$ cat src/rtl/ecprx_pkg.sv
package ecprx_pkg;

    typedef enum logic [3:0] {
        ST_FWD,
        ST_RT_SETUP,
        ST_RT_PE,
        ST_REV,
        ST_DECIDE,
        ST_WACK,
        ST_EMIT,
        ST_HSK,
        ST_RPT,
        ST_FT_PE
    } rx_state_e;

    typedef enum logic [1:0] {
        BK_DATA,
        BK_CHAN,
        BK_RUN
    } beat_kind_e;

    typedef struct packed {
        beat_kind_e kind;
        logic [7:0] val;
    } beat_t;

    typedef struct packed {
        logic nstrobe;
        logic nautofd;
        logic ninit;
        logic nselectin;
        logic dir_in;
    } pins_t;

    localparam int unsigned CHAN_BIT = 7;
    localparam int unsigned RUN_W    = 7;

    function automatic beat_kind_e classify(input logic busy, input logic [7:0] v);
        if (busy)
            return BK_DATA;
        else if (v[CHAN_BIT])
            return BK_CHAN;
        else
            return BK_RUN;
    endfunction

    function automatic pins_t pins_for(input rx_state_e s);
        pins_t p;
        p.nstrobe   = 1'b1;
        p.nselectin = 1'b1;
        case (s)
            ST_FWD:      begin p.nautofd = 1'b1; p.ninit = 1'b1; p.dir_in = 1'b0; end
            ST_RT_SETUP: begin p.nautofd = 1'b0; p.ninit = 1'b1; p.dir_in = 1'b1; end
            ST_HSK:      begin p.nautofd = 1'b1; p.ninit = 1'b0; p.dir_in = 1'b1; end
            ST_FT_PE:    begin p.nautofd = 1'b0; p.ninit = 1'b1; p.dir_in = 1'b1; end
            default:     begin p.nautofd = 1'b0; p.ninit = 1'b0; p.dir_in = 1'b1; end
        endcase
        return p;
    endfunction

    function automatic int unsigned max3(input int unsigned a, input int unsigned b,
                                         input int unsigned c);
        int unsigned m;
        m = (a > b) ? a : b;
        return (m > c) ? m : c;
    endfunction

endpackage

$ cat src/rtl/ecprx_timer.sv
module ecprx_timer #(
    parameter int unsigned W = 11
) (
    input  logic         clk,
    input  logic         rst,
    input  logic         clr,
    input  logic [W-1:0] limit,
    output logic         hit
);

    logic [W-1:0] cnt_q;

    always_ff @(posedge clk) begin
        if (rst || clr)
            cnt_q <= '0;
        else if (cnt_q != {W{1'b1}})
            cnt_q <= cnt_q + 1'b1;
    end

    assign hit = (cnt_q == (limit - W'(1)));

endmodule

$ cat src/rtl/ecprx_rle.sv
module ecprx_rle
    import ecprx_pkg::*;
(
    input  logic             clk,
    input  logic             rst,
    input  logic             clr,
    input  logic             load_run,
    input  logic [RUN_W-1:0] run_val,
    input  logic             load_data,
    input  logic [7:0]       data_val,
    input  logic             dec,
    output logic             pending,
    output logic             armed,
    output logic [RUN_W-1:0] cnt,
    output logic [7:0]       rbyte
);

    logic [RUN_W-1:0] cnt_q;
    logic             armed_q;
    logic [7:0]       byte_q;

    always_ff @(posedge clk) begin
        if (rst || clr) begin
            cnt_q   <= '0;
            armed_q <= 1'b0;
            byte_q  <= '0;
        end else if (load_run) begin
            cnt_q   <= run_val;
            armed_q <= 1'b1;
        end else if (load_data) begin
            byte_q  <= data_val;
            armed_q <= 1'b0;
        end else if (dec && cnt_q != '0) begin
            cnt_q   <= cnt_q - 1'b1;
        end
    end

    assign pending = (cnt_q != '0) && !armed_q;
    assign armed   = armed_q;
    assign cnt     = cnt_q;
    assign rbyte   = byte_q;

endmodule

$ cat src/rtl/ecprx_fsm.sv
module ecprx_fsm
    import ecprx_pkg::*;
#(
    parameter int unsigned LEN_W     = 16,
    parameter int unsigned TW        = 11,
    parameter int unsigned SETUP_CYC = 1,
    parameter int unsigned RESP_CYC  = 6,
    parameter int unsigned IDLE_CYC  = 2000
) (
    input  logic             clk,
    input  logic             rst,
    input  logic             rev_go,
    input  logic             fwd_go,
    input  logic             rd_go,
    input  logic [LEN_W-1:0] rd_len,
    input  logic [7:0]       pd_i,
    input  logic             nack_i,
    input  logic             busy_i,
    input  logic             perror_i,
    input  logic             out_ready_i,
    input  logic             tmr_hit,
    input  logic             rle_pending,
    input  logic             rle_armed,
    input  logic [RUN_W-1:0] rle_cnt,
    input  logic [7:0]       rle_byte,
    output logic             tmr_clr,
    output logic [TW-1:0]    tmr_limit,
    output logic             rle_clr,
    output logic             rle_load_run,
    output logic [RUN_W-1:0] rle_run_val,
    output logic             rle_load_data,
    output logic [7:0]       rle_data_val,
    output logic             rle_dec,
    output pins_t            pins,
    output logic [7:0]       out_data_o,
    output logic             out_valid_o,
    output logic             op_done_o,
    output logic             rsp_tmo_o,
    output logic             idle_exp_o
);

    rx_state_e        state_q, state_d;
    logic [LEN_W-1:0] rem_q, rem_d;
    beat_t            beat_q, beat_d;
    logic             done_d, tmo_d, idle_d;
    beat_kind_e       kind_now;

    assign kind_now = classify(busy_i, pd_i);

    always_comb begin
        case (state_q)
            ST_RT_SETUP: tmr_limit = TW'(SETUP_CYC);
            ST_WACK:     tmr_limit = TW'(IDLE_CYC);
            default:     tmr_limit = TW'(RESP_CYC);
        endcase
    end

    always_comb begin
        state_d       = state_q;
        rem_d         = rem_q;
        beat_d        = beat_q;
        done_d        = 1'b0;
        tmo_d         = 1'b0;
        idle_d        = 1'b0;
        rle_clr       = 1'b0;
        rle_load_run  = 1'b0;
        rle_load_data = 1'b0;
        rle_dec       = 1'b0;
        out_valid_o   = 1'b0;
        out_data_o    = beat_q.val;
        case (state_q)
            ST_FWD: begin
                if (rev_go) begin
                    state_d = ST_RT_SETUP;
                    rle_clr = 1'b1;
                end
            end
            ST_RT_SETUP: begin
                if (tmr_hit)
                    state_d = ST_RT_PE;
            end
            ST_RT_PE: begin
                if (!perror_i) begin
                    state_d = ST_REV;
                    done_d  = 1'b1;
                end else if (tmr_hit) begin
                    state_d = ST_REV;
                    done_d  = 1'b1;
                    tmo_d   = 1'b1;
                end
            end
            ST_REV: begin
                if (rd_go) begin
                    if (rd_len == '0) begin
                        done_d = 1'b1;
                    end else begin
                        rem_d   = rd_len;
                        state_d = ST_DECIDE;
                    end
                end else if (fwd_go) begin
                    state_d = ST_FT_PE;
                end
            end
            ST_DECIDE: begin
                if (rem_q == '0) begin
                    state_d = ST_REV;
                    done_d  = 1'b1;
                end else if (rle_pending) begin
                    state_d = ST_RPT;
                end else begin
                    state_d = ST_WACK;
                end
            end
            ST_WACK: begin
                if (!nack_i) begin
                    beat_d.kind = kind_now;
                    beat_d.val  = pd_i;
                    if (kind_now == BK_DATA) begin
                        state_d = ST_EMIT;
                    end else begin
                        rle_load_run = (kind_now == BK_RUN);
                        state_d      = ST_HSK;
                    end
                end else if (tmr_hit) begin
                    state_d = ST_REV;
                    done_d  = 1'b1;
                    idle_d  = 1'b1;
                end
            end
            ST_EMIT: begin
                out_valid_o = 1'b1;
                if (out_ready_i) begin
                    rem_d         = rem_q - 1'b1;
                    rle_load_data = rle_armed;
                    state_d       = ST_HSK;
                end
            end
            ST_HSK: begin
                if (nack_i) begin
                    state_d = ST_DECIDE;
                end else if (tmr_hit) begin
                    state_d = ST_REV;
                    done_d  = 1'b1;
                    tmo_d   = 1'b1;
                end
            end
            ST_RPT: begin
                out_valid_o = 1'b1;
                out_data_o  = rle_byte;
                if (out_ready_i) begin
                    rem_d   = rem_q - 1'b1;
                    rle_dec = 1'b1;
                    if (rle_cnt == RUN_W'(1) || rem_q == LEN_W'(1))
                        state_d = ST_DECIDE;
                end
            end
            ST_FT_PE: begin
                if (perror_i || tmr_hit) begin
                    state_d = ST_FWD;
                    done_d  = 1'b1;
                    tmo_d   = !perror_i;
                    rle_clr = 1'b1;
                end
            end
            default: state_d = ST_FWD;
        endcase
    end

    assign tmr_clr      = (state_d != state_q);
    assign rle_run_val  = pd_i[RUN_W-1:0];
    assign rle_data_val = beat_q.val;
    assign pins         = pins_for(state_q);

    always_ff @(posedge clk) begin
        if (rst) begin
            state_q    <= ST_FWD;
            rem_q      <= '0;
            beat_q     <= '{kind: BK_DATA, val: 8'h00};
            op_done_o  <= 1'b0;
            rsp_tmo_o  <= 1'b0;
            idle_exp_o <= 1'b0;
        end else begin
            state_q    <= state_d;
            rem_q      <= rem_d;
            beat_q     <= beat_d;
            op_done_o  <= done_d;
            rsp_tmo_o  <= tmo_d;
            idle_exp_o <= idle_d;
        end
    end

endmodule

$ cat src/rtl/ecp_rev_rx.sv
module ecp_rev_rx
    import ecprx_pkg::*;
#(
    parameter int unsigned LEN_W     = 16,
    parameter int unsigned SETUP_CYC = 1,
    parameter int unsigned RESP_CYC  = 6,
    parameter int unsigned IDLE_CYC  = 2000
) (
    input  logic             clk,
    input  logic             rst,
    input  logic             rev_go,
    input  logic             fwd_go,
    input  logic             rd_go,
    input  logic [LEN_W-1:0] rd_len,
    input  logic [7:0]       pd_i,
    output logic             pd_dir_in_o,
    output logic             nstrobe_o,
    output logic             nautofd_o,
    output logic             ninit_o,
    output logic             nselectin_o,
    input  logic             nack_i,
    input  logic             busy_i,
    input  logic             perror_i,
    output logic [7:0]       out_data_o,
    output logic             out_valid_o,
    input  logic             out_ready_i,
    output logic             op_done_o,
    output logic             rsp_tmo_o,
    output logic             idle_exp_o
);

    localparam int unsigned MAX_CYC = max3(SETUP_CYC, RESP_CYC, IDLE_CYC);
    localparam int unsigned TW      = $clog2(MAX_CYC + 1);

    logic             tmr_clr, tmr_hit;
    logic [TW-1:0]    tmr_limit;
    logic             rle_clr, rle_load_run, rle_load_data, rle_dec;
    logic             rle_pending, rle_armed;
    logic [RUN_W-1:0] rle_run_val, rle_cnt;
    logic [7:0]       rle_data_val, rle_byte;
    pins_t            pins;

    ecprx_timer #(.W(TW)) u_tmr (
        .clk   (clk),
        .rst   (rst),
        .clr   (tmr_clr),
        .limit (tmr_limit),
        .hit   (tmr_hit)
    );

    ecprx_rle u_rle (
        .clk       (clk),
        .rst       (rst),
        .clr       (rle_clr),
        .load_run  (rle_load_run),
        .run_val   (rle_run_val),
        .load_data (rle_load_data),
        .data_val  (rle_data_val),
        .dec       (rle_dec),
        .pending   (rle_pending),
        .armed     (rle_armed),
        .cnt       (rle_cnt),
        .rbyte     (rle_byte)
    );

    ecprx_fsm #(
        .LEN_W     (LEN_W),
        .TW        (TW),
        .SETUP_CYC (SETUP_CYC),
        .RESP_CYC  (RESP_CYC),
        .IDLE_CYC  (IDLE_CYC)
    ) u_fsm (
        .clk           (clk),
        .rst           (rst),
        .rev_go        (rev_go),
        .fwd_go        (fwd_go),
        .rd_go         (rd_go),
        .rd_len        (rd_len),
        .pd_i          (pd_i),
        .nack_i        (nack_i),
        .busy_i        (busy_i),
        .perror_i      (perror_i),
        .out_ready_i   (out_ready_i),
        .tmr_hit       (tmr_hit),
        .rle_pending   (rle_pending),
        .rle_armed     (rle_armed),
        .rle_cnt       (rle_cnt),
        .rle_byte      (rle_byte),
        .tmr_clr       (tmr_clr),
        .tmr_limit     (tmr_limit),
        .rle_clr       (rle_clr),
        .rle_load_run  (rle_load_run),
        .rle_run_val   (rle_run_val),
        .rle_load_data (rle_load_data),
        .rle_data_val  (rle_data_val),
        .rle_dec       (rle_dec),
        .pins          (pins),
        .out_data_o    (out_data_o),
        .out_valid_o   (out_valid_o),
        .op_done_o     (op_done_o),
        .rsp_tmo_o     (rsp_tmo_o),
        .idle_exp_o    (idle_exp_o)
    );

    assign pd_dir_in_o = pins.dir_in;
    assign nstrobe_o   = pins.nstrobe;
    assign nautofd_o   = pins.nautofd;
    assign ninit_o     = pins.ninit;
    assign nselectin_o = pins.nselectin;

endmodule

$ cat config.mk
export PLATFORM = sky130hd
export DESIGN_NAME = ecp_rev_rx
export DESIGN_NICKNAME = d
export VERILOG_FILES = /design/src/rtl/ecprx_pkg.sv /design/src/rtl/ecprx_timer.sv /design/src/rtl/ecprx_rle.sv /design/src/rtl/ecprx_fsm.sv /design/src/rtl/ecp_rev_rx.sv
export SDC_FILE = /design/constraint.sdc
export NUM_CORES = 1
export LEC_CHECK = 0
export BUFFER_PORTS_ARGS = -buffer_cell sky130_fd_sc_hd__buf_2
export CORE_MARGIN = 4
export CORE_UTILIZATION = 55
export CTS_BUF_LIST = sky130_fd_sc_hd__clkbuf_2 sky130_fd_sc_hd__clkbuf_4 sky130_fd_sc_hd__clkbuf_8
export DETAILED_ROUTE_END_ITERATION = 8
export PLACE_DENSITY = 0.79
export SLEW_MARGIN = 20
export SYNTH_ARGS = -nofsm -noshare
export SYNTH_HDL_FRONTEND = slang
export SYNTH_HIERARCHICAL = 1
export SYNTH_SLANG_ARGS = --single-unit
$ cat constraint.sdc
create_clock -name clk -period 3.9 [get_ports clk]
set_input_delay 0.39 -clock clk [delete_from_list [all_inputs] [get_ports clk]]
set_output_delay 0.39 -clock clk [all_outputs]
set_load 0.03 [all_outputs]
# After elaboration in Yosys (flattened, before gate mapping)
# Index checks and enable logic that the tools add are counted.
[totals] ff_bits=58 wordCells=113 inputBits=33 output_inout_bits=17
[op_classes] n_addsub=4 bitwise=3 eq_ne=19 reduce_logical=23 muxes=54
[op_table] op="4-bit two-way mux" count=15
[op_table] op="16-bit two-way mux" count=3
[op_table] op="4-bit one-hot mux with 10 select lines" count=1
[op_table] op="16-bit logical NOT" count=2
[op_table] op="16-bit one-hot mux with 2 select lines" count=1
[op_table] op="1-bit two-way mux" count=23
[op_table] op="11-bit one-hot mux with 2 select lines" count=1
[op_table] op="7-bit two-way mux" count=3
[op_table] op="16-bit by 1-bit == test with 1-bit output (second input constant)" count=1
[op_table] op="4-bit by 3-bit == test with 1-bit output (second input constant)" count=4
[op_table] op="16-bit by 1-bit subtractor with 16-bit output (second input constant)" count=1
[op_table] op="11-bit by 1-bit adder with 11-bit output (second input constant)" count=1
[op_table] op="11-bit == test" count=1
[op_table] op="11-bit inequality test (second input constant)" count=1
[op_table] op="11-bit by 1-bit subtractor with 11-bit output (second input constant)" count=1
[op_table] op="4-bit by 2-bit == test with 1-bit output (second input constant)" count=2
[op_table] op="4-bit == test (second input constant)" count=2
[op_table] op="8-bit two-way mux" count=1
[op_table] op="7-bit by 1-bit == test with 1-bit output (second input constant)" count=1
[op_table] op="7-bit nonzero test" count=1
[op_table] op="7-bit by 1-bit subtractor with 7-bit output (second input constant)" count=1
[op_table] op="2-bit inequality test (second input constant)" count=3
[op_table] op="1-bit one-hot mux with 6 select lines" count=1
[op_table] op="2-bit one-hot mux with 3 select lines" count=1
[op_table] op="other kinds (17)" count=31

# Longest topological paths before layout
[depth] ltp_word=9 ltp_mapped=19 mapped_depth_nobuf=18

# By module
# Netlist, hierarchy kept.
[by_module_without_submodules] module="ecprx_fsm" cells_each=328 seq_area_each_um2=620.6 area_per_inst_um2=2483.6 instances=1
[by_module_without_submodules] module="ecprx_timer" cells_each=107 seq_area_each_um2=220.2 area_per_inst_um2=849.6 instances=1
[by_module_without_submodules] module="ecprx_rle" cells_each=80 seq_area_each_um2=320.3 area_per_inst_um2=760.7 instances=1

# Worst setup path before layout
# OpenSTA, ideal clock, no wires.
[synth_timing] kind="flip-flop to flip-flop" start="register u_fsm.state_q[2]" end="register u_tmr.cnt_q[4]" path_buffers=3 stages_incl_launch_ff=19 path_slack_ns=-0.270 synth_period_minus_slack_ns=4.170 required_ns=3.822 setup_ns=0.078 arrival_time_ns=4.092 cell_sequence="dfxtp_1 > buf_2 > buf_1 > nor3_1 > inv_1 > ha_1 > nor2b_1 > or3_1 > o211ai_1 > nand4_1 > nor4_2 > inv_1 > a22o_1 > a211oi_1 > and4_1 > o2111ai_1 > or2_2 > clkbuf_1 > nor3_1"
[synth_via] elab_chain_cells=9 elab_cells_between_ends=30 cone_classes="add/sub (1); eq/ne (11); mux (15); reduce/logical (3)"
[synth_rtl] element="from (decl)" line="ecprx_fsm.sv:42" source="rx_state_e state_q, state_d;"
[synth_rtl] element="from (signal assigned)" line="ecprx_fsm.sv:183" source="state_q <= state_d;"
[synth_rtl] element="4-bit by 3-bit == test with 1-bit output / 4-bit by 1-bit == test with 1-bit output (equally long branches)" line="ecprx_fsm.sv:51" source="case (state_q)"
[synth_rtl] element="11-bit one-hot mux with 2 select lines *" line="ecprx_fsm.sv:51"
[synth_rtl] element="named net tmr_limit[0]" line="ecp_rev_rx.sv:36" source="logic [TW-1:0] tmr_limit;"
[synth_rtl] element="11-bit by 1-bit subtractor with 11-bit output *" line="ecprx_timer.sv:20" source="assign hit = (cnt_q == (limit - W'(1)));"
[synth_rtl] element="11-bit == test *" line="ecprx_timer.sv:20"
[synth_rtl] element="named net tmr_hit" line="ecp_rev_rx.sv:35" source="logic tmr_clr, tmr_hit;"
[synth_rtl] element="4-bit two-way mux / 1-bit logical OR (equally long branches)"
[synth_rtl] element="4-bit two-way mux, on equally long branches"
[synth_rtl] element="4-bit one-hot mux with 10 select lines *" line="ecprx_fsm.sv:71" source="case (state_q)"
[synth_rtl] element="4-bit inequality test *" line="ecprx_fsm.sv:169" source="assign tmr_clr = (state_d != state_q);"
[synth_rtl] element="named net tmr_clr" line="ecp_rev_rx.sv:35"
[synth_rtl] element="1-bit logical OR *" line="ecprx_timer.sv:14" source="if (rst || clr)"
[synth_rtl] element="to (signal assigned)" line="ecprx_timer.sv:17" source="cnt_q <= cnt_q + 1'b1;"
[synth_rtl] element="to (decl)" line="ecprx_timer.sv:11" source="logic [W-1:0] cnt_q;"
# The timed path passes the listed nets; every way through them passes the cells marked *.
# A chain may end at the register's enable or synchronous reset.

# Final worst setup path
[layout_timing] start="register u_fsm.state_q[1]" end="register u_tmr.cnt_q[8]"
# The elaborated chain is that of the path after synthesis.

==> results.py <==
metrics = {
    "sta": {
        "slew_violations": 0,
        "post-route-period-util_pct": 94.48,
        "slew_headroom_pct": 33.35,
        "fin_worst_skew_ns": 0.01468,
        "hold_violations": 0,
        "setup_violations": 0,
        "fin_crit_ns": 3.685,
        "timing.fmax_ghz": 0.2714,
        "worst_pin_slew_ns": 0.9998,
        "setup_slack_ns": 0.2154,
    },
    "logic_synthesis": {
        "ys_seq_area_share_pct": 28.36,
        "synth_top_area_cell": "dfxtp_1",
        "yosysTopAreaCellShare_pct": 28.36,
        "syn_inst": 515,
        "synth_top_cells_by_area": "dfxtp_1 (28%), nor2_1 (5.9%), a21oi_1 (5.0%)",
        "ys_warn_count": 6,
        "ys_types": 79,
        "synth-seq-cells": 58,
        "synthArstFlopShare_pct": 0,
        "synth-edff-count": 0,
        "netlist_area_sq_um": 4094,
        "ys.flop_type": "dfxtp_1",
        "avgSynthCellArea_sq_um": 7.949,
    },
    "clock_network": {
        "clock_latency_ns": 0.35,
        "clock_sinks": 58,
        "cts_tree": "built",
        "cts_buffers": 9,
        "cts.root.buffer_cell": "clkbuf_8",
        "clkTransAtPathRegs_ns": 0.07,
        "htree_num_levels": 3,
        "cts_max_path_buffers": 2,
    },
    "run_status": {
        "status": "finished clean",
    },
    "route": {
        "avgRoutedWirePerCell_um": 15.53,
        "routed-via-count": 3902,
        "viasPerCell": 6.012,
        "drtIter0Drc": 329,
        "routed_wirelength_um": 10080,
        "first_pass_iters": 5,
        "drtAntennaViolNets": 0,
        "drc": 0,
    },
    "global_route": {
        "grtUsageMet3_pct": 6.170,
        "grt_overflow_total": 0,
        "grt_pass1_vias": 3659,
        "grtUsageMet1_pct": 31.06,
        "grt_use_total_pct": 23.60,
        "grt_pass1_wl_um": 16840,
        "grt_max_degree": 35,
        "busiest_layer": "met2",
        "antenna_found_initial": 1,
        "grtUsageMet2_pct": 36.52,
    },
    "floorplan": {
        "core-area_sq_um": 7253,
        "initial_core_util_pct": 56.44,
        "io_pins": 50,
        "rows": 31,
        "die_w_um": 94.28,
        "die_area_sq_um": 8888,
        "fp.dieH_um": 94.28,
    },
    "hold_path": {
        "hold_path_class": "input port to register",
        "min_path_cells": 3,
    },
    "setup_path": {
        "critPathMaxStageDelay_ns": 0.37,
        "crit_path_end_kind": "register",
        "crit_path_start_kind": "register",
        "path_max_fanout": 6,
        "r2r_cells": 18,
        "path_class": "register to register",
        "worst-r2r-setup-slack_ns": 0.22,
        "cp_cell_sequence": "nand2b_2 -> nor3_2 -> inv_1 -> ha_1 -> nor2b_4 -> or3_1 -> o211ai_1 -> nand4_1 -> nor4_4 -> nor2_1 -> nand2_1 -> o211ai_1 -> a211oi_2 -> and4_1 -> o2111ai_1 -> or2_4 -> a31oi_1 -> o21a_1",
        "cp.arrival_ns": 3.98,
        "cpMostUsedCell": "o211ai_1",
        "cp_data_required_time_ns": 4.19,
        "cp_slowest_cell": "nor4_4",
    },
    "cells_and_area": {
        "diodes": 0,
        "most-common-layout-cells": "nor2_1 (63), dfxtp_1 (58), buf_2 (47), a21oi_1 (41), nand2_1 (28)",
        "layout-area-overhead-vs-synth_pct": 10.18,
        "drive_gt1_share_pct": 21.27,
        "final_common_cell": "nor2_1",
        "num-nets-final": 585,
        "layoutNonFillerInstCount": 649,
    },
    "placement": {
        "dp_slack_ns": -0.005034,
        "hpwl_um": 7170,
        "io_buffers": 47,
        "placedCellCount": 630,
        "gp_congestion": 0.9417,
    },
    "pwr": {
        "ir_drop_mv": 0.2743,
        "powerDensity_nw_per_um2": 369.3,
        "leakage_uw": 0.001693,
    },
    "run": {
        "drv_cap": 0,
    },
}
[what timing repair did]
item | CTS | global route
setup endpoints to repair | 1 | 7
setup buffers | 0 | 4
gates resized for setup | 2 | 7
pin swaps | 0 | 5
hold buffers | 0 | 0
[sequential cells by signal (all words and copies together) (netlist names)]
signal              count
u_tmr/cnt_q            11
u_fsm/rem_q            16
u_rle/rbyte             8
u_fsm/rsp_tmo_o         1
u_fsm/idle_exp_o        1
u_rle/armed             1
u_rle/cnt               7
u_fsm/rle_data_val      8
u_fsm/state_q           4
u_fsm/op_done_o         1
[worst max-delay path: cells and delay by family (launching register included)]
family / cells / cell delay [ns]
buffers and inverters: 1 / 0.07
DFF: 1 / 0.30
AOI/OAI and AO/OA: 6 / 0.90
and+or+nand+nor: 10 / 2.14
adders and majority gates: 1 / 0.22
[metal layers]
metal	share of wire [%]	routed length (um)
met4	2.4	246
met5	0.069	7
met3	8.0	804
met2	46	4613
met1	44	4406
[stage by stage]
stage	util [%]	setup TNS (ns)	power [uW]	hold slack (ns)	instance area [sq um]
after detailed placement	58.88	-0.005034	1122	0.4801	4270
after global placement	58.88	0	1108	0.4690	4270
after floorplan	-	0	1020	0.4544	4119
after CTS	61.45	0	1634	0.2843	4457
after global routing	62.19	-0.007459	1755	0.2991	4511
final	62.19	0	1666	0.2974	4511
[where the power goes]
group | switching (uW) | total (uW) | internal [uW]
registers | 20.1 | 631 | 611
logic | 319 | 531 | 212
clock network | 244 | 504 | 260
[cell type report]
cell class,instances,area (sq um)
Multi-Input combinational cell,396,2624
Clock inverter,4,27.53
Sequential cell,58,1161
Inverter,18,67.56
Tap cell,99,123.9
Clock buffer,11,151.4
Fill cell,625,2743
Timing Repair Buffer,63,355.3
[synthesized netlist by cell type, types with 10 or more instances]
library cell / number
nor2_1: 64
dfxtp_1: 58
a21oi_1: 41
nand2_1: 28
o21ai_0: 25
xnor2_1: 20
mux2i_1: 19
nor3_1: 19
buf_4: 17
inv_1: 16
nand3_1: 13
clkbuf_1: 12
a31oi_1: 11
a21o_1: 10
nand4_1: 10
nor4_1: 10
[logic make-up (layout without fill, tap and decap cells)]
kind of cell | count (synthesis) | in the layout | synth area share, %
and+or+nand+nor | 208 | 208 | 28.64
AOI/OAI and AO/OA | 124 | 124 | 19.35
buffers and inverters | 63 | 96 | 8.893
DFF | 58 | 58 | 28.36
muxes | 28 | 28 | 7.182
xor gates and xnor gates | 26 | 26 | 5.562
adders and majority gates | 6 | 6 | 1.834
other | 2 | 4 | 0.1834
[path summary, 6_finish.rpt]
kind	end	start
max	u_tmr/cnt_q[8]$_SDFFE_PP0P_	u_fsm/state_q[1]$_SDFF_PP0_
min	u_fsm/rle_data_val[5]$_SDFFE_PP0P_	pd_i[5]
max reg2reg	u_tmr/cnt_q[8]$_SDFFE_PP0P_	u_fsm/state_q[1]$_SDFF_PP0_
min reg2reg	u_rle/rbyte[2]$_SDFFE_PP0P_	u_rle/rbyte[2]$_SDFFE_PP0P_
(Power assumes the default switching activity.)
